$ cat src/rtl/stretch_pkg.sv
package stretch_pkg;
  // Edge events of the qualified trigger level.
  typedef struct packed {
    logic rise;
    logic fall;
  } edge_ev_t;
endpackage

$ cat src/rtl/stretch_sync.sv
module stretch_sync #(
  parameter int STAGES = 2
) (
  input  logic clk,
  input  logic rst,
  input  logic d,
  output logic q
);
  logic [STAGES-1:0] chain;

  generate
    if (STAGES == 1) begin : g_one
      always_ff @(posedge clk) begin
        if (rst) chain <= '0;
        else     chain <= d;
      end
    end else begin : g_many
      always_ff @(posedge clk) begin
        if (rst) chain <= '0;
        else     chain <= {chain[STAGES-2:0], d};
      end
    end
  endgenerate

  assign q = chain[STAGES-1];
endmodule

$ cat src/rtl/stretch_edge.sv
module stretch_edge
  import stretch_pkg::*;
(
  input  logic     clk,
  input  logic     rst,
  input  logic     level,
  output edge_ev_t ev
);
  logic level_q;

  always_ff @(posedge clk) begin
    if (rst) level_q <= 1'b0;
    else     level_q <= level;
  end

  always_comb begin
    ev.rise = level & ~level_q;
    ev.fall = ~level & level_q;
  end
endmodule

$ cat src/rtl/stretch_holdoff.sv
module stretch_holdoff #(
  parameter int HOLD = 8,
  localparam int CW = $clog2(HOLD + 1)
) (
  input  logic          clk,
  input  logic          rst,
  input  logic          load,
  output logic          busy_next,
  output logic [CW-1:0] cnt_q
);
  logic [CW-1:0] cnt_d;

  always_comb begin
    if (load)              cnt_d = CW'(HOLD);
    else if (cnt_q != '0)  cnt_d = cnt_q - CW'(1);
    else                   cnt_d = '0;
    busy_next = (cnt_d != '0);
  end

  always_ff @(posedge clk) begin
    if (rst) cnt_q <= '0;
    else     cnt_q <= cnt_d;
  end

  // every trailing edge reloads the full hold-off
  assert_reload_R4: assert property (@(posedge clk) disable iff (rst)
    load |=> (cnt_q == CW'(HOLD)));

  // without a reload the timer only counts down
  assert_countdown_R3: assert property (@(posedge clk) disable iff (rst)
    (!load && cnt_q != '0) |=> (cnt_q == $past(cnt_q) - CW'(1)));

  assert_no_overflow_R3: assert property (@(posedge clk) disable iff (rst)
    cnt_q <= CW'(HOLD));
endmodule

$ cat src/rtl/trig_stretcher.sv
module trig_stretcher
  import stretch_pkg::*;
#(
  parameter int HOLD_CYCLES = 8,
  parameter int SYNC_STAGES = 2,
  localparam int CW = $clog2(HOLD_CYCLES + 1)
) (
  input  logic clk,
  input  logic rst,
  input  logic trig_in,
  input  logic soft_trig,
  output logic stretch_out,
  output logic armed
);
  logic          sync_q;
  logic          eff;
  edge_ev_t      ev;
  logic          load;
  logic          busy_next;
  logic [CW-1:0] cnt_q;

  stretch_sync #(.STAGES(SYNC_STAGES)) u_sync (
    .clk(clk), .rst(rst), .d(trig_in), .q(sync_q)
  );

  assign eff = sync_q | soft_trig;

  stretch_edge u_edge (
    .clk(clk), .rst(rst), .level(eff), .ev(ev)
  );

  // Timer runs only on trailing edges seen while armed.
  assign load = ev.fall & armed;

  stretch_holdoff #(.HOLD(HOLD_CYCLES)) u_hold (
    .clk(clk), .rst(rst), .load(load), .busy_next(busy_next), .cnt_q(cnt_q)
  );

  always_ff @(posedge clk) begin
    if (rst) begin
      armed       <= 1'b0;
      stretch_out <= 1'b0;
    end else begin
      if (ev.fall) armed <= 1'b1;
      stretch_out <= armed & (eff | busy_next);
    end
  end

  // nothing leaves the block while unarmed
  assert_unarmed_quiet_R7: assert property (@(posedge clk) disable iff (rst)
    !armed |=> !stretch_out);

  // arming is sticky until reset
  assert_armed_sticky_R9: assert property (@(posedge clk) disable iff (rst)
    !$fell(armed));

  // an armed leading edge raises the output on the next edge
  assert_rise_follows_R2: assert property (@(posedge clk) disable iff (rst)
    (ev.rise && armed) |=> stretch_out);

  // the output only drops with the input low and the timer spent
  assert_drop_only_idle_R6: assert property (@(posedge clk) disable iff (rst)
    $fell(stretch_out) |-> (!$past(eff) && $past(cnt_q) <= CW'(1)));

  // a trailing edge while armed keeps the output high
  assert_tail_held_R4: assert property (@(posedge clk) disable iff (rst)
    (ev.fall && armed) |=> stretch_out);
endmodule

$ cat config.mk
export PLATFORM = sky130hd
export DESIGN_NAME = trig_stretcher
export DESIGN_NICKNAME = d
export VERILOG_FILES = /design/src/rtl/stretch_pkg.sv /design/src/rtl/stretch_sync.sv /design/src/rtl/stretch_edge.sv /design/src/rtl/stretch_holdoff.sv /design/src/rtl/trig_stretcher.sv
export SDC_FILE = /design/constraint.sdc
export NUM_CORES = 1
export LEC_CHECK = 0
export ABC_AREA = 1
export BUFFER_PORTS_ARGS = -buffer_cell sky130_fd_sc_hd__buf_2
export CORE_AREA = 2 2 39 41
export DETAILED_ROUTE_END_ITERATION = 6
export DIE_AREA = 0 0 41 43
export PLACE_DENSITY = 0.53
export SLEW_MARGIN = 20
export SYNTH_ARGS = -nofsm -noshare
export SYNTH_HDL_FRONTEND = slang
export SYNTH_HIERARCHICAL = 1
export SYNTH_SLANG_ARGS = --single-unit
$ cat constraint.sdc
create_clock -name clk -period 1.7 [get_ports clk]
set_input_delay 0.34 -clock clk [delete_from_list [all_inputs] [get_ports clk]]
set_output_delay 0.34 -clock clk [all_outputs]
set_load 0.03 [all_outputs]
# Word level (Yosys, flattened, before mapping)
# Cells that the tools add are included.
# word_totals
reg_bits	9
input_bits	4
out_inout_bits	2
# op_classes
addsub	1
mux	2
n_bitwise	6
n_reduce_logical	2
# op_table
op	count
4-bit two-way mux	2
4-bit nonzero test	2
4-bit by 1-bit subtractor with 4-bit output (second input constant)	1
1-bit bitwise AND	3
1-bit bitwise OR	2
1-bit inverter	1

# Logic depth before layout (Yosys ltp)
# depth
word_depth	8
ltp_mapped	12
ltp_nobuf	12

# Hierarchy
# The synthesis kept the hierarchy.
# modules_own_cells
mod	instances	cells_per_inst	area_each_um2	seq_area_each_um2
stretch_holdoff	1	34	224.0	80.1
trig_stretcher	1	12	85.1	40.0
stretch_sync	1	6	55.1	40.0
stretch_edge	1	6	38.8	20.0

# Least setup slack after synthesis
# No wires, ideal clock.
# synth_path
path_type	input -> register
from	input soft_trig
to	register stretch_out
setup_time_ns	0.120
arrival_time_ns	1.226
t_required_ns	1.580
path_slack_ns	0.354
stages	12
path_buffers	0
cell_sequence	nor2_1 -> inv_1 -> nor2_1 -> nand2_1 -> inv_1 -> inv_1 -> nand3_1 -> nand2_1 -> nor2_1 -> nand2_1 -> inv_1 -> a21oi_2
# synth_lines
element	line	rtl
start, declared	trig_stretcher.sv:11	input logic soft_trig,
end signal, assigned	trig_stretcher.sv:45	stretch_out <= armed & (eff | busy_next);
end, declared	trig_stretcher.sv:12	output logic stretch_out,

==> impl_metrics.yaml <==
detailed_routing:
  wl_per_cell_um: 7.91
  antenna_left: 0
  routed_wl_um: 649
  via_per_inst: 4.07
  drt_iter0_drc: 11
  vias: 334
  drc: 0
  drtPass1Iterations: 4
timing:
  hold_violations: 0
  fin_crit_sh_pct: 81.1
  fmax_ghz: 0.725
  fin_hold_ws_ns: 0.281
  finalSetupTns_ns: 0
  relSlewSlack_pct: 85.8
  setup_viol: 0
  worstMarginPinSlew_ns: 0.211
  grt_setup_unrepaired: "no"
  worst_clock_skew_ns: 0.00321
  drv_slew: 0
  period_needed_ns: 1.38
cts:
  cts-root-buf: "clkbuf_4"
  clk_latency_ns: 0.26
  cts_tree: "yes"
  ctsLongestPathBuffers: 2
  path_clk_slew_ns: 0.06
  cts_hold_buf: 0
  post_cts_buffers: 0
  cts_buffers: 3
  htree_levels: 1
  clock-sinks: 9
  ctsResizeCount: 0
power_and_ir_drop:
  p_clk_share_pct: 18.1
  p_seq_share_pct: 32.9
  switchingPower_mw: 0.379
  p_leak_nw: 0.253
  netSwitchingFraction_pct: 42.1
  powerDensity_nw_per_um2: 1910
  share_comb_of_total_power_pct: 49.0
  ir_drop_uv: 585
  p_int_mw: 0.522
flow_run:
  drv_cap: 0
die:
  dieArea_um2: 1760
  dieHeight_um: 43
  io-pin-count: 6
  die_w_um: 41
  fp.coreArea_um2: 1380
  rows: 14
  start_util_pct: 28.8
synth:
  syn_area_um2: 399
  synthCells: 57
  avgSynthCellArea_um2: 7.00
  synth_fp_nets: 63
  yosys_warnings: 6
critical_path:
  critPathLaunchType: "flop"
  critPathKind: "flop to flop"
  worst-path-max-fanout: 4
  cp.required_ns: 1.85
  crit_buf_inv: 4
  cp_slowest_cell: "dfxtp_1"
  crit_chain: "nor2_1 > inv_1 > nor2_1 > nand2_1 > inv_1 > inv_1 > nand3_1 > nand2_1 > nor2_1 > nand2_1 > inv_1 > a21oi_2"
  r2r_slack_ns: 0.32
  crit_top_cell: "inv_1"
  end_kind: "flop"
  crit_path_max_incr_delay_ns: 0.30
  crit_family: "simple AND/OR/NAND/NOR gates"
  critical_path_arrival_ns: 1.53
grt:
  grt_usage_pct: 10.1
  grt_pass1_vias: 299
  grt_max_degree: 9
  antenna_found_initial: 0
  gr-total-overflow: 0
  grt_pass1_wl_um: 1140
cells_and_area:
  multi_input_area_um2: 170
  antennaDiodeCount: 0
  num-fill-cells: 158
  drive_gt1_share_pct: 15.2
  nets: 73
  seq_area_um2: 180
  syn2layout_area_growth_pct: 17.9
hold_path:
  hp-class: "input port to flop"
status:
  status: "complete, no violations"
placed_design:
  hpwl_um: 485
  portBuffers: 5
  gp_congestion: 0.745
-- state kept, by name, summed over array words and instances, names as in the netlist --
signal	count
armed	1
stretch_out	1
u_edge/level_q	1
u_hold/cnt_q	4
u_sync/chain	2
-- tightest hold or removal path, cell delays in order --
cell and delay, ns:
buf_2 0.07, inv_1 0.03, nor2_1 0.06
-- through the flow --
stage	std cells	area (um2)	total power [mW]	setup WS, ns	util, %
2_1_floorplan	57	399	0.665	0.354	-
3_3_place_gp	78	444	0.736	0.137	32.1
3_5_place_dp	78	444	0.740	0.152	32.1
4_1_cts	82	470	0.911	0.308	34.0
5_1_grt	82	470	1.02	0.130	34.0
6_report	82	470	0.901	0.320	34.0
-- worst paths after layout --
| kind | end | from | depth (start not counted) |
|---|---|---|---|
| max | stretch_out$_SDFF_PP0_ | u_sync/chain[1]$_SDFF_PP0_ | 12 |
| min | u_sync/chain[0]$_SDFF_PP0_ | trig_in | 3 |
| max reg2reg | stretch_out$_SDFF_PP0_ | u_sync/chain[1]$_SDFF_PP0_ | 12 |
| min reg2reg | u_sync/chain[1]$_SDFF_PP0_ | u_sync/chain[0]$_SDFF_PP0_ | 2 |
-- layout make-up --
class	instances	share of cell area, %
inverter	13	10.4
clock buffer	4	5.59
tap	16	4.26
sequential	9	38.3
multi-input combinational	35	36.2
timing repair buffer	5	5.32
-- routing by layer --
metal,up-vias,global-route usage (%),wire [um]
met5,-,0,0
met4,0,12.0,10
met3,2,2.09,24
met2,6,11.9,292
met1,139,13.0,322
li1,187,-,-
-- cells in the final DEF (no fill, tap or decap), types with 2 or more instances in the layout --
| cell | count |
|---|---|
| nand2_1 | 10 |
| inv_1 | 12 |
| ha_1 | 2 |
| nor2_1 | 13 |
| buf_2 | 5 |
| dfxtp_1 | 9 |
| nand3_1 | 4 |
| a21oi_1 | 2 |
| clkbuf_4 | 3 |
-- power groups by stage --
stage	logic, mW	registers [mW]	clock network [mW]
finish	0.442	0.296	0.163
global route	0.533	0.305	0.181
CTS	0.443	0.297	0.171
detailed placement	0.439	0.302	0
global placement	0.436	0.301	0
floorplan	0.363	0.302	0
Power figures use the tool's default switching activity.
